## src/rtl/fsg_pkg.sv

```systemverilog
package fsg_pkg;

    typedef enum logic [1:0] {
        LAY_1 = 2'b00,
        LAY_2 = 2'b01,
        LAY_3 = 2'b10,
        LAY_4 = 2'b11
    } layout_e;

    typedef enum logic [2:0] {
        ST_IDLE,
        ST_LEAD_A,
        ST_SLOT_A,
        ST_LEAD_B,
        ST_SLOT_B,
        ST_REST
    } fsg_state_e;

endpackage

```

## src/rtl/fsg_bit_counter.sv

```systemverilog
module fsg_bit_counter #(
    parameter int FRAME_LEN = 256,
    parameter int CW        = $clog2(FRAME_LEN)
) (
    input  logic          clk,
    input  logic          rst_n,
    input  logic          bit_en,
    output logic [CW-1:0] cnt_o,
    output logic [CW-1:0] nxt_o,
    output logic          frame_start_o
);

    localparam logic [CW-1:0] LAST = CW'(FRAME_LEN - 1);

    logic [CW-1:0] cnt_q;

    // The position the next enabled bit will take.
    always_comb begin
        if (cnt_q == LAST) begin
            nxt_o = '0;
        end else begin
            nxt_o = cnt_q + CW'(1);
        end
    end

    always_ff @(posedge clk) begin
        if (!rst_n) begin
            cnt_q <= LAST;
        end else if (bit_en) begin
            cnt_q <= nxt_o;
        end
    end

    assign cnt_o         = cnt_q;
    assign frame_start_o = bit_en && (nxt_o == '0);

    // the count returns to zero after the last bit.
    p_wrap_r2: assert property (@(posedge clk) disable iff (!rst_n)
        (bit_en && cnt_q == LAST) |=> (cnt_q == '0));

    // the count holds on cycles without an enable.
    p_cnt_hold_r10: assert property (@(posedge clk) disable iff (!rst_n)
        !bit_en |=> $stable(cnt_q));

endmodule

```

## src/rtl/fsg_mode_sel.sv

```systemverilog
module fsg_mode_sel
    import fsg_pkg::*;
#(
    parameter int SLOT_BITS = 8,
    parameter int CW        = 8
) (
    input  logic          clk,
    input  logic          rst_n,
    input  logic          frame_start,
    input  logic [1:0]    layout_i,
    input  logic          delayed_i,
    output logic          nxt_delayed_o,
    output logic [CW-1:0] nxt_sb_o,
    output logic          cur_delayed_o
);

    localparam logic [CW-1:0] SB_PLAIN = CW'(SLOT_BITS);
    localparam logic [CW-1:0] SB_GAP   = CW'(SLOT_BITS + 2);

    logic          res_delayed;
    logic [CW-1:0] res_sb;
    logic          lat_delayed_q;
    logic [CW-1:0] lat_sb_q;

    // Resolve the requested alignment against what each layout allows.
    always_comb begin
        res_delayed = delayed_i;
        res_sb      = SB_PLAIN;
        unique case (layout_e'(layout_i))
            LAY_2: begin
                res_delayed = 1'b1;
                res_sb      = SB_GAP;
            end
            LAY_4:   res_delayed = 1'b0;
            LAY_1,
            LAY_3:   res_delayed = delayed_i;
            default: res_delayed = delayed_i;
        endcase
    end

    always_ff @(posedge clk) begin
        if (!rst_n) begin
            lat_delayed_q <= 1'b0;
            lat_sb_q      <= SB_PLAIN;
        end else if (frame_start) begin
            lat_delayed_q <= res_delayed;
            lat_sb_q      <= res_sb;
        end
    end

    // The first bit of a frame already decodes with the new settings.
    assign nxt_delayed_o = frame_start ? res_delayed : lat_delayed_q;
    assign nxt_sb_o      = frame_start ? res_sb      : lat_sb_q;
    assign cur_delayed_o = lat_delayed_q;

    // layout 2 forces delayed alignment.
    p_l2_delayed_r7: assert property (@(posedge clk) disable iff (!rst_n)
        (frame_start && layout_i == LAY_2) |=> lat_delayed_q);

    // layout 4 forces non-delayed alignment.
    p_l4_plain_r8: assert property (@(posedge clk) disable iff (!rst_n)
        (frame_start && layout_i == LAY_4) |=> !lat_delayed_q);

    // the latched alignment moves only at a frame boundary.
    p_latch_hold_r9: assert property (@(posedge clk) disable iff (!rst_n)
        !frame_start |=> ($stable(lat_delayed_q) && $stable(lat_sb_q)));

endmodule

```

## src/rtl/fsg_fsm.sv

```systemverilog
module fsg_fsm
    import fsg_pkg::*;
#(
    parameter int FRAME_LEN = 256,
    parameter int SLOT_BITS = 8,
    parameter int CW        = $clog2(FRAME_LEN)
) (
    input  logic          clk,
    input  logic          rst_n,
    input  logic          bit_en,
    input  logic [CW-1:0] nxt,
    input  logic          nxt_delayed,
    input  logic [CW-1:0] nxt_sb,
    output logic          sync_a_o,
    output logic          sync_b_o
);

    localparam logic [CW-1:0] LAST   = CW'(FRAME_LEN - 1);
    localparam logic [CW-1:0] SLOT_W = CW'(SLOT_BITS);

    fsg_state_e state_q;
    fsg_state_e state_d;
    logic [CW-1:0] sb_lead;
    logic [CW-1:0] sb_end;

    assign sb_lead = nxt_sb - CW'(1);
    assign sb_end  = nxt_sb + SLOT_W;

    // Next state from the bit about to start.
    always_comb begin
        state_d = ST_REST;
        if (nxt_delayed) begin
            if (nxt == LAST) begin
                state_d = ST_LEAD_A;
            end else if (nxt == sb_lead) begin
                state_d = ST_LEAD_B;
            end
        end else begin
            if (nxt < SLOT_W) begin
                state_d = ST_SLOT_A;
            end else if (nxt >= nxt_sb && nxt < sb_end) begin
                state_d = ST_SLOT_B;
            end
        end
    end

    // State register.
    always_ff @(posedge clk) begin
        if (!rst_n) begin
            state_q <= ST_IDLE;
        end else if (bit_en) begin
            state_q <= state_d;
        end
    end

    // Output decode.
    always_comb begin
        sync_a_o = 1'b0;
        sync_b_o = 1'b0;
        unique case (state_q)
            ST_LEAD_A,
            ST_SLOT_A: sync_a_o = 1'b1;
            ST_LEAD_B,
            ST_SLOT_B: sync_b_o = 1'b1;
            ST_IDLE,
            ST_REST:   sync_a_o = 1'b0;
            default:   sync_a_o = 1'b0;
        endcase
    end

    // the two strobes never overlap.
    p_excl_r11: assert property (@(posedge clk) disable iff (!rst_n)
        !(sync_a_o && sync_b_o));

    // the delayed first-slot strobe lasts one bit.
    p_lead_one_bit_r5: assert property (@(posedge clk) disable iff (!rst_n)
        (state_q == ST_LEAD_A && bit_en) |=> (state_q != ST_LEAD_A));

    // the state holds without an enable.
    p_state_hold_r10: assert property (@(posedge clk) disable iff (!rst_n)
        !bit_en |=> $stable(state_q));

endmodule

```

## src/rtl/fsync_gen.sv

```systemverilog
module fsync_gen #(
    parameter int FRAME_LEN = 256,
    parameter int SLOT_BITS = 8,
    localparam int CW       = $clog2(FRAME_LEN)
) (
    input  logic          clk,
    input  logic          rst_n,
    input  logic          bit_en,
    input  logic [1:0]    layout_sel,
    input  logic          delayed_mode,
    output logic          sync_a,
    output logic          sync_b,
    output logic [CW-1:0] bit_pos
);

    logic [CW-1:0] nxt;
    logic          frame_start;
    logic          nxt_delayed;
    logic [CW-1:0] nxt_sb;
    logic          cur_delayed;

    fsg_bit_counter #(
        .FRAME_LEN (FRAME_LEN),
        .CW        (CW)
    ) u_cnt (
        .clk           (clk),
        .rst_n         (rst_n),
        .bit_en        (bit_en),
        .cnt_o         (bit_pos),
        .nxt_o         (nxt),
        .frame_start_o (frame_start)
    );

    fsg_mode_sel #(
        .SLOT_BITS (SLOT_BITS),
        .CW        (CW)
    ) u_mode (
        .clk           (clk),
        .rst_n         (rst_n),
        .frame_start   (frame_start),
        .layout_i      (layout_sel),
        .delayed_i     (delayed_mode),
        .nxt_delayed_o (nxt_delayed),
        .nxt_sb_o      (nxt_sb),
        .cur_delayed_o (cur_delayed)
    );

    fsg_fsm #(
        .FRAME_LEN (FRAME_LEN),
        .SLOT_BITS (SLOT_BITS),
        .CW        (CW)
    ) u_fsm (
        .clk         (clk),
        .rst_n       (rst_n),
        .bit_en      (bit_en),
        .nxt         (nxt),
        .nxt_delayed (nxt_delayed),
        .nxt_sb      (nxt_sb),
        .sync_a_o    (sync_a),
        .sync_b_o    (sync_b)
    );

    // a non-delayed first-slot strobe starts at bit 0.
    p_plain_start_r3: assert property (@(posedge clk) disable iff (!rst_n)
        ($rose(sync_a) && !cur_delayed) |-> (bit_pos == '0));

    // no strobe before the first enabled bit after reset.
    p_reset_quiet_r1: assert property (@(posedge clk) disable iff (!rst_n)
        (bit_pos == CW'(FRAME_LEN - 1) && !cur_delayed) |-> !sync_a);

endmodule

```

## config.mk

```make
export PLATFORM = sky130hd
export DESIGN_NAME = fsync_gen
export DESIGN_NICKNAME = d
export VERILOG_FILES = /design/src/rtl/fsg_pkg.sv /design/src/rtl/fsg_bit_counter.sv /design/src/rtl/fsg_mode_sel.sv /design/src/rtl/fsg_fsm.sv /design/src/rtl/fsync_gen.sv
export SDC_FILE = /design/constraint.sdc
export NUM_CORES = 1
export LEC_CHECK = 0
export BUFFER_PORTS_ARGS = -buffer_cell sky130_fd_sc_hd__buf_2
export CAP_MARGIN = 30
export CORE_MARGIN = 2
export CORE_UTILIZATION = 35
export DETAILED_ROUTE_END_ITERATION = 7
export GPL_TIMING_DRIVEN = 1
export MAX_ROUTING_LAYER = met4
export PLACE_DENSITY = 0.5
export SETUP_SLACK_MARGIN = 0.02
export SLEW_MARGIN = 5
export SYNTH_ARGS = -nofsm -noshare
export SYNTH_HDL_FRONTEND = slang
export SYNTH_SLANG_ARGS = --single-unit
```

## constraint.sdc

```tcl
create_clock -name clk -period 4.89 [get_ports clk]
set_input_delay 0.978 -clock clk [delete_from_list [all_inputs] [get_ports clk]]
set_output_delay 0.978 -clock clk [all_outputs]
set_load 0.02 [all_outputs]
```

==> results.py, run 1 <==
metrics = {
    "run_status": {
        "outcome": "finished, final reports clean",
    },
    "logic_synthesis": {
        "postSynthCellCount": 213,
        "ys.flop_type": "dfxtp_1",
        "syn_area_um2": 1730,
        "ys_ff_latch": 20,
        "async_reset_ff_share_pct": 0,
        "syn_area_per_cell_um2": 8.14,
        "synth_edf_count": 0,
        "yosysSeqAreaShare_pct": 23.1,
        "yosys.cell_types.count": 49,
        "synth_nets": 236,
        "ys_warn_count": 0,
    },
    "sta": {
        "finalSetupTns_ns": 0,
        "setup_viol": 0,
        "slew_headroom_pct": 63.4,
        "holdWs_ns": 0.508,
        "fmax_mhz": 254,
        "rsz0062_at_grt": "false",
        "period_needed_ns": 3.94,
        "drv_slew": 0,
        "finClkSkew_ns": 0.00317,
        "final.period_utilization_pct": 80.6,
        "hold_viol": 0,
        "worst_pin_slew_ns": 0.545,
    },
    "cells_and_area": {
        "layout-drive-gt1-share_pct": 13.2,
        "nFillCells": 525,
        "regArea_um2": 400,
        "nNetsFinal": 244,
        "areaGrowthSynthToFinish_pct": 9.45,
        "final_common_cell": "nand2_1",
        "multi_input_area_um2": 1220,
        "num_antenna_cells": 0,
        "mostFrequentLayoutCells": "nand2_1 (32), dfxtp_1 (20), ha_1 (17), buf_2 (15)",
    },
    "power": {
        "p_leak_nw": 0.845,
        "p_per_area_nw_per_um2": 368,
        "peakVddDrop_mv": 0.138,
    },
    "drt": {
        "ant_nets": 0,
        "dr.pass1.iters": 4,
        "vias": 1437,
        "wirelength_mm": 4.12,
        "avgRoutedWirePerCell_um": 14.3,
        "drc": 0,
        "vias_per_cell": 5.01,
        "drt-initial-drc-count": 66,
    },
    "die": {
        "core_area_um2": 4750,
        "die_h_um": 74.4,
        "die_area_um2": 5530,
        "ios": 16,
        "die_w_um": 74.4,
        "num_rows": 25,
        "initial_core_util_pct": 36.5,
    },
    "clock_network": {
        "path_clk_slew_ns": 0.08,
        "tritoncts": "built",
        "cts_buffers": 3,
        "clock_path_buffers": 2,
        "post_cts_buffers": 0,
        "hold_buffers": 0,
        "clkSinkCount": 20,
        "cts-root-buf": "clkbuf_8",
        "clkLatencyLatePin_ns": 0.27,
        "htree_levels": 1,
        "cts_resized": 0,
    },
    "global_route": {
        "grt_pass1_vias": 1347,
        "antenna_found_initial": 0,
        "grt-ovfl-total": 0,
        "grt_max_degree": 22,
        "grt.total_usage_pct": 16.6,
        "grt_pass1_wl_mm": 6.81,
    },
    "placement": {
        "gp_congestion": 0.874,
        "dp_hpwl_mm": 3.10,
        "io_buffers": 15,
    },
    "worst_setup_path": {
        "start_kind": "flop",
        "cp_top_family": "simple AND/OR/NAND/NOR gates",
        "crit_path_max_fanout": 21,
        "worstSetupPathType": "flop to flop",
        "cpMostUsedCell": "ha_1",
        "path_cells": "ha_1 > and3_1 > nor4_1 > a21oi_1 > or3_4 > mux2i_1 > ha_1 > nor3b_1 > xor2_1 > a211oi_2 > o221ai_2 > nor4b_4 > o21ai_2 > a41o_1",
        "cp.arrival_ns": 4.11,
        "cpPeakStageDelay_ns": 0.46,
        "critPathRequiredTime_ns": 5.05,
        "critPathBufInv": 0,
        "crit_path_end_kind": "flop",
        "cp_slowest_cell": "or3_4",
    },
    "flow_run": {
        "cap_violations": 0,
    },
    "worst_hold_path": {
        "hp-class": "flop to flop",
    },
}
-- per-layer routing --
| metal | share of wire (%) | GRT usage [%] |
|---|---|---|
| met1 | 51 | 24.3 |
| met2 | 44 | 24.0 |
| met3 | 3.7 | 2.30 |
| met4 | 1.2 | 4.17 |
| met5 | 0 | - |
-- metrics by stage --
step	cell area, um^2	std cells	utilization (%)	total power [mW]	setup WS, ns
after detailed placement	1830	283	38.4	0.533	0.907
after CTS	1900	287	39.9	0.706	0.940
after floorplan	1730	213	-	0.463	1.36
final	1900	287	39.9	0.698	0.946
after global placement	1830	283	38.4	0.538	1.05
after global routing	1900	287	39.9	0.750	0.616
-- power by group --
group          internal (mW)  total (mW)  switching [mW]
registers              0.178       0.203          0.0254
clock network          0.109       0.171          0.0616
logic                  0.136       0.324           0.189
total                  0.423       0.698           0.276
-- cell usage after synthesis, types with 2 or more instances --
cell       n  area (um^2)
and4_1     3         26.3
nor3b_1    2         15.0
a21o_1     3         22.5
clkbuf_1   6         22.5
and3_1     8         50.1
ha_1      17          213
o21ai_0   12         60.1
nand2b_1   4         25.0
o22ai_1    2         12.5
dfxtp_1   20          400
a21oi_1    6         30.0
o211ai_1   2         15.0
xor2_1    10         87.6
o21a_1     2         15.0
buf_4      4         30.0
xnor2_1   12          105
and2_1     5         31.3
mux2i_1    4         40.0
buf_2      2         10.0
nand3_1    9         45.0
nand2_1   32          120
nor2b_1    4         25.0
inv_1     10         37.5
a31oi_1    2         12.5
nor2_1     8         30.0
-- final timing paths --
check                startpoint                  to  slack (ns)  cells past startpoint
max reg2reg      u_cnt.cnt_o[0]    u_fsm.state_q[2]        0.95                     14
min reg2reg  u_mode.lat_sb_q[0]  u_mode.lat_sb_q[0]        0.51                      1
max              u_cnt.cnt_o[0]    u_fsm.state_q[2]        0.95                     14
min          u_mode.lat_sb_q[0]  u_mode.lat_sb_q[0]        0.51                      1
-- layout make-up --
class | instances | area share, %
tap | 67 | 4.42
multi-input combinational | 170 | 64.4
timing repair buffer | 16 | 4.35
sequential | 20 | 21.1
clock inverter | 1 | 1.58
clock buffer | 3 | 2.18
inverter | 10 | 1.98
-- state kept, by name, summed over array words and instances, names as in the netlist --
| name | cells |
|---|---|
| u_cnt.cnt_o | 8 |
| u_mode.lat_sb_q | 8 |
| u_fsm.state_q | 3 |
| u_mode.cur_delayed_o | 1 |
-- logic make-up after synthesis --
kind of cell	after synthesis	synth area share, %
AO/OA/AOI/OAI	40	16.2
XOR/XNOR	23	12.4
adder cells (fa/ha/maj)	17	12.3
buffers and inverters	23	6.42
flip-flops	20	23.1
multiplexers	5	2.96
AND/OR/NAND/NOR	85	26.7
(Power assumes the default switching activity.)
==> run 2: changes to the inputs <==
--- a/config.mk
+++ b/config.mk
@@ -12,7 +12,7 @@
 export DETAILED_ROUTE_END_ITERATION = 7
 export GPL_TIMING_DRIVEN = 1
 export MAX_ROUTING_LAYER = met4
-export PLACE_DENSITY = 0.5
+export PLACE_DENSITY = 0.52
 export SETUP_SLACK_MARGIN = 0.02
 export SLEW_MARGIN = 5
 export SYNTH_ARGS = -nofsm -noshare
==> constraint.sdc (replaced) <==
create_clock -name clk -period 3.3 [get_ports clk]
set_input_delay 0.66 -clock clk [delete_from_list [all_inputs] [get_ports clk]]
set_output_delay 0.66 -clock clk [all_outputs]
set_load 0.02 [all_outputs]
==> run 2 against run 1 <==
Register-to-register slack got worse by 0.82 ns. Flip-flop and latch count unchanged. Final cell count grew 3.5%. Highest routed layer unchanged. Hold slack gained 0.024 ns. First-iteration DRC count decreased by 11%. Fmax is 24% higher. Total power increased by 42%. Largest cell class unchanged.
==> results.py, run 2 (synthesized netlist as in run 1, its figures left out) <==
metrics = {
    "die": {
        "num_rows": 25,
        "core_area_um2": 4750,
        "die_h_um": 74.4,
        "ios": 16,
        "die_w_um": 74.4,
        "initial_core_util_pct": 36.5,
        "die_area_um2": 5530,
    },
    "sta": {
        "fmax_mhz": 315,
        "rsz0062_at_grt": "true",
        "finClkSkew_ns": 0.00769,
        "worst_pin_slew_ns": 0.533,
        "worst_slack_ns": 0.124,
        "drv_slew": 0,
        "slew_headroom_pct": 64.2,
        "hold_viol": 0,
        "setup_viol": 0,
        "final.period_utilization_pct": 96.2,
        "period_needed_ns": 3.18,
    },
    "worst_setup_path": {
        "worstSetupPathType": "flop to flop",
        "cp_slowest_cell": "or3_4",
        "critical_path_depth": 14,
        "crit_path_end_kind": "flop",
        "crit-reg2reg-capture": "u_fsm.state_q[2]",
        "cp_top_family": "simple AND/OR/NAND/NOR gates",
        "r2r-start": "u_cnt.cnt_o[0]",
        "worst-r2r-setup-slack_ns": 0.12,
        "path_cells": "ha_4 > and3_1 > nor4_1 > a21oi_1 > or3_4 > mux2i_4 > ha_2 > nor3b_4 > xor2_1 > a211oi_2 > o221ai_2 > nor4b_4 > o21ai_2 > a41o_1",
        "critPathBufInv": 0,
        "crit_path_max_fanout": 7,
        "r2r_cells": 14,
        "cp.arrival_ns": 3.34,
        "critPathRequiredTime_ns": 3.47,
        "start_kind": "flop",
        "cpPeakStageDelay_ns": 0.38,
    },
    "global_route": {
        "antenna_found_initial": 0,
        "grt-ovfl-total": 0,
        "grt_pass1_vias": 1488,
        "grt_pass1_wl_mm": 7.04,
        "grt.total_usage_pct": 17.1,
        "grt_max_degree": 22,
    },
    "drt": {
        "drc": 0,
        "wirelength_mm": 4.00,
        "dr.pass1.iters": 4,
        "avgRoutedWirePerCell_um": 13.5,
        "vias": 1484,
        "ant_nets": 0,
        "drt-initial-drc-count": 59,
        "vias_per_cell": 5.00,
    },
    "worst_hold_path": {
        "worstHoldStart": "u_mode.lat_sb_q[0]",
        "hp-class": "flop to flop",
        "whs_endpoint": "u_mode.lat_sb_q[0]",
        "min_path_cells": 1,
    },
    "placement": {
        "io_buffers": 15,
        "dp_hpwl_mm": 3.12,
        "place_area_um2": 1930,
        "dpl_worst_slack_ns": 0.0969,
        "gp_congestion": 0.830,
    },
    "cells_and_area": {
        "nNetsFinal": 254,
        "mostFrequentLayoutCells": "nand2_1 (32), ha_1 (15), buf_2 (15), dfxtp_1 (14), xnor2_1 (12)",
        "final_common_cell": "nand2_1",
        "num_antenna_cells": 0,
        "areaGrowthSynthToFinish_pct": 16.4,
        "design_area_um2": 2020,
        "fin_util_pct": 42.4,
        "layout-drive-gt1-share_pct": 22.6,
    },
    "clock_network": {
        "tritoncts": "built",
        "cts_resized": 0,
        "clkLatencyLatePin_ns": 0.27,
        "cts-root-buf": "clkbuf_8",
        "htree_levels": 1,
        "clock_path_buffers": 2,
        "post_cts_buffers": 0,
        "hold_buffers": 0,
        "clkSinkCount": 20,
        "path_clk_slew_ns": 0.08,
        "cts_buffers": 3,
    },
    "power": {
        "power_mw": 0.993,
        "peakVddDrop_mv": 0.212,
        "p_leak_nw": 0.878,
        "p_per_area_nw_per_um2": 492,
    },
    "flow_run": {
        "cap_violations": 0,
    },
    "run_status": {
        "outcome": "finished, final reports clean",
    },
}
-- run 2: cell count changes in the layout (fill, tap and decap cells not counted), sizes merged --
cell,previous run,this run
buf,16,26
bufinv,1,0
clkinv,0,1
-- run 2: metal layers --
layer	GRT usage [%]	part of all wire (%)	up-vias
li1	-	-	779
met1	23.2	50	678
met2	26.3	44	22
met3	2.98	4.6	5
met4	4.76	1.3	0
met5	-	0	-
-- run 2: metrics by stage --
step	TNS (ns)	std cells	hold WS, ns
final	0	297	0.532
after global routing	-0.0149	297	0.548
after CTS	0	297	0.529
after detailed placement	0	293	0.515
after global placement	0	293	0.506
after floorplan	0	213	0.474
-- run 2: final cells by class --
type | count | area [um^2]
clock buffers | 3 | 41.3
multi-input cells | 170 | 1280
well taps | 67 | 83.8
clock inverters | 1 | 3.75
repair buffers | 26 | 158
inverters | 10 | 37.5
fillers | 506 | 2740
flip-flops and latches | 20 | 413
-- run 2: worst max-delay path by stage --
stage / from / to / slack, ns
after floorplan: u_cnt.cnt_o[4] / u_fsm.state_q[2] / 0.04
after global placement: u_cnt.cnt_o[0] / u_fsm.state_q[2] / 0.15
after detailed placement: u_cnt.cnt_o[0] / u_fsm.state_q[2] / 0.1
after CTS: u_cnt.cnt_o[0] / u_fsm.state_q[2] / 0.03
after global routing: u_cnt.cnt_o[0] / u_fsm.state_q[2] / -0.01
final: u_cnt.cnt_o[0] / u_fsm.state_q[2] / 0.12
-- run 2: where the power goes --
| part | leakage (nW) | switching (mW) | internal [mW] |
|---|---|---|---|
| combinational | 0.692 | 0.287 | 0.229 |
| clock | 0.0231 | 0.0907 | 0.0832 |
| sequential | 0.163 | 0.0362 | 0.266 |
==> run 3: changes to the inputs <==
--- a/config.mk
+++ b/config.mk
@@ -5,6 +5,7 @@
 export SDC_FILE = /design/constraint.sdc
 export NUM_CORES = 1
 export LEC_CHECK = 0
+export ABC_AREA = 1
 export BUFFER_PORTS_ARGS = -buffer_cell sky130_fd_sc_hd__buf_2
 export CAP_MARGIN = 30
 export CORE_MARGIN = 2
==> run 3 against run 2 <==
Hold slack worse by 0.043 ns. Register-to-register slack better by 0.17 ns. First-iteration DRC count up 25%. Sequential power down 11%. Critical path depth up 6. Wire length up 6.0%. Via count up 10%. Clock skew down 0.0027 ns. Final cell count up 14%. Synthesized cell count up 18%. Non-clock buffer count down 4.
==> results.py, run 3 <==
metrics = {
    "cells_and_area": {
        "fin_util_pct": 41.5,
        "nNetsFinal": 297,
        "layout-drive-gt1-share_pct": 22.1,
        "final_common_cell": "nand2_1",
        "design_area_um2": 1960,
        "nFillCells": 518,
        "multi_input_area_um2": 1150,
        "num_antenna_cells": 0,
        "mostFrequentLayoutCells": "nand2_1 (47), inv_1 (38), nor2_1 (19), dfxtp_1 (19)",
        "areaGrowthSynthToFinish_pct": 14.5,
        "regArea_um2": 402,
    },
    "sta": {
        "finClkSkew_ns": 0.00501,
        "period_needed_ns": 3.01,
        "rsz0062_at_grt": "true",
        "finalSetupTns_ns": 0,
        "fmax_mhz": 332,
        "slew_headroom_pct": 60.7,
        "final.period_utilization_pct": 91.2,
        "setup_viol": 0,
        "hold_viol": 0,
        "drv_slew": 0,
        "worst_pin_slew_ns": 0.586,
    },
    "die": {
        "die_h_um": 74.0,
        "die_area_um2": 5470,
        "die_w_um": 74.0,
        "core_area_um2": 4720,
        "ios": 16,
        "num_rows": 25,
        "initial_core_util_pct": 36.3,
    },
    "drt": {
        "vias": 1632,
        "drt-initial-drc-count": 74,
        "drc": 0,
        "vias_per_cell": 4.81,
        "avgRoutedWirePerCell_um": 12.5,
        "dr.pass1.iters": 4,
        "ant_nets": 0,
        "wirelength_mm": 4.25,
    },
    "clock_network": {
        "hold_buffers": 0,
        "htree_levels": 1,
        "clock_path_buffers": 2,
        "cts-root-buf": "clkbuf_8",
        "cts_buffers": 3,
        "path_clk_slew_ns": 0.08,
        "clkSinkCount": 20,
        "tritoncts": "built",
        "clkLatencyLatePin_ns": 0.26,
    },
    "placement": {
        "dp_hpwl_mm": 3.42,
        "gp_congestion": 0.832,
        "place_area_um2": 1900,
        "io_buffers": 15,
    },
    "logic_synthesis": {
        "synth_top_area_share_pct": 23.4,
        "yosysSeqAreaShare_pct": 23.4,
        "syn_area_um2": 1710,
        "ys.flop_type": "dfxtp_1",
        "synthTopCellsByCount": "nand2_1 (49), inv_1 (38), dfxtp_1 (20), nor2_1 (20)",
        "yosys.area.top_type": "dfxtp_1",
        "yosys.cell_types.count": 33,
        "ys_ff_latch": 20,
        "async_reset_ff_share_pct": 0,
        "synthTopCellsByArea": "dfxtp_1 (23%), ha_1 (12%), nand2_1 (11%)",
        "syn_area_per_cell_um2": 6.82,
        "synth_most_common_cell": "nand2_1",
        "synth_edf_count": 0,
        "synth_nets": 274,
        "ys_warn_count": 0,
        "postSynthCellCount": 251,
    },
    "power": {
        "p_per_area_nw_per_um2": 382,
        "p_leak_nw": 1.04,
        "peakVddDrop_mv": 0.222,
    },
    "worst_setup_path": {
        "r2r_cells": 20,
        "crit_path_max_fanout": 8,
        "r2r-start": "u_cnt.cnt_o[0]",
        "crit-reg2reg-capture": "u_fsm.state_q[0]",
        "worstSetupPathType": "flop to flop",
        "crit_path_end_kind": "flop",
        "start_kind": "flop",
        "worst-r2r-setup-slack_ns": 0.29,
        "cp.arrival_ns": 3.19,
        "critPathRequiredTime_ns": 3.49,
    },
    "global_route": {
        "grt_max_degree": 19,
        "grt-ovfl-total": 0,
        "grt.total_usage_pct": 17.6,
        "use_met3_pct": 2.44,
        "grt.busiest_layer": "met2",
        "antenna_found_initial": 0,
        "grt_util_met1_pct": 24.4,
        "use_met2_pct": 26.3,
        "grt_pass1_wl_mm": 7.09,
        "grt_pass1_vias": 1436,
    },
    "flow_run": {
        "cap_violations": 0,
    },
    "worst_hold_path": {
        "hp-class": "flop to flop",
        "whs_endpoint": "u_fsm.state_q[0]",
        "worstHoldStart": "u_fsm.state_q[0]",
        "min_path_cells": 2,
    },
    "run_status": {
        "outcome": "finished, final reports clean",
    },
}
[run 3: cell types whose count changed in the layout (fill, tap and decap cells not counted), sizes merged, moves of 5 or more]
cell / change
nand2: +30
inv: +29
nor2: +18
nand3: +14
a21oi: +11
xnor2: -10
and3: -8
and2: -5
xor2: -5
[run 3: cells by family (layout without fill, tap and decap cells)]
| kind of cell | count (synthesis) | in the layout | share of synthesized area (%) |
|---|---|---|---|
| DFF | 20 | 20 | 23.4 |
| adders and majority gates | 17 | 17 | 12.4 |
| AOI/OAI and AO/OA | 41 | 41 | 13.6 |
| and+or+nand+nor | 121 | 121 | 36.5 |
| buffers and inverters | 45 | 66 | 10.5 |
| xor gates and xnor gates | 7 | 7 | 3.58 |
[run 3: how the worst max path moves through the flow]
stage,start,endpoint,slack (ns),cells past startpoint
after floorplan,u_cnt.cnt_o[1],u_fsm.state_q[0],0.14,20
after global routing,u_cnt.cnt_o[0],u_fsm.state_q[0],0.02,21
final,u_cnt.cnt_o[0],u_fsm.state_q[0],0.29,20
after CTS,u_cnt.cnt_o[0],u_fsm.state_q[0],0.16,19
after detailed placement,u_cnt.cnt_o[0],u_fsm.state_q[0],0.18,19
after global placement,u_cnt.cnt_o[0],u_fsm.state_q[0],0.22,19
[run 3: cell type report]
class | instances | share of cell area, %
flip-flops and latches | 20 | 20.5
multi-input cells | 186 | 58.8
inverters | 41 | 7.85
clock buffers | 3 | 2.11
repair buffers | 22 | 6.51
well taps | 67 | 4.28
[run 3: routing by layer]
metal / share of wire, % / vias to the layer above
met5: 0 / -
met4: 1.8 / 0
met3: 1.9 / 7
met2: 45 / 17
met1: 51 / 747
li1: - / 861
[run 3: power by group]
group          switching, mW  internal, mW
registers             0.0157         0.254
logic                  0.194         0.117
clock network         0.0854        0.0816
[run 3: worst max-delay path, stage by stage, from the launching register on]
cell and delay [ns]:
dfxtp_2 0.34, ha_1 0.20, nand2_1 0.11, inv_1 0.08
nand3_1 0.07, nand2_1 0.05, nand2_1 0.10, nand2_2 0.08
nor2_4 0.16, nand2_4 0.10, nand2_2 0.11, inv_1 0.07
ha_1 0.22, xor2_1 0.16, ha_1 0.29, nand2_1 0.04
or2_2 0.28, a21boi_1 0.13, o21a_1 0.13, o31ai_1 0.06
a21oi_1 0.14
[run 3: repair_timing]
action | 4_1_cts | 5_1_grt
endpoints found under the setup margin | 0 | 3
gates resized for setup | 0 | 6
hold endpoints to repair | 0 | 0
buffers inserted | 0 | 0
[run 3: through the flow]
step / hold slack [ns] / power [mW] / setup WS, ns / std cells
after floorplan: 0.459 / 0.494 / 0.138 / 251
after global placement: 0.478 / 0.581 / 0.216 / 336
after detailed placement: 0.477 / 0.580 / 0.177 / 336
after CTS: 0.490 / 0.750 / 0.160 / 339
after global routing: 0.511 / 0.804 / 0.0197 / 339
final: 0.489 / 0.748 / 0.291 / 339
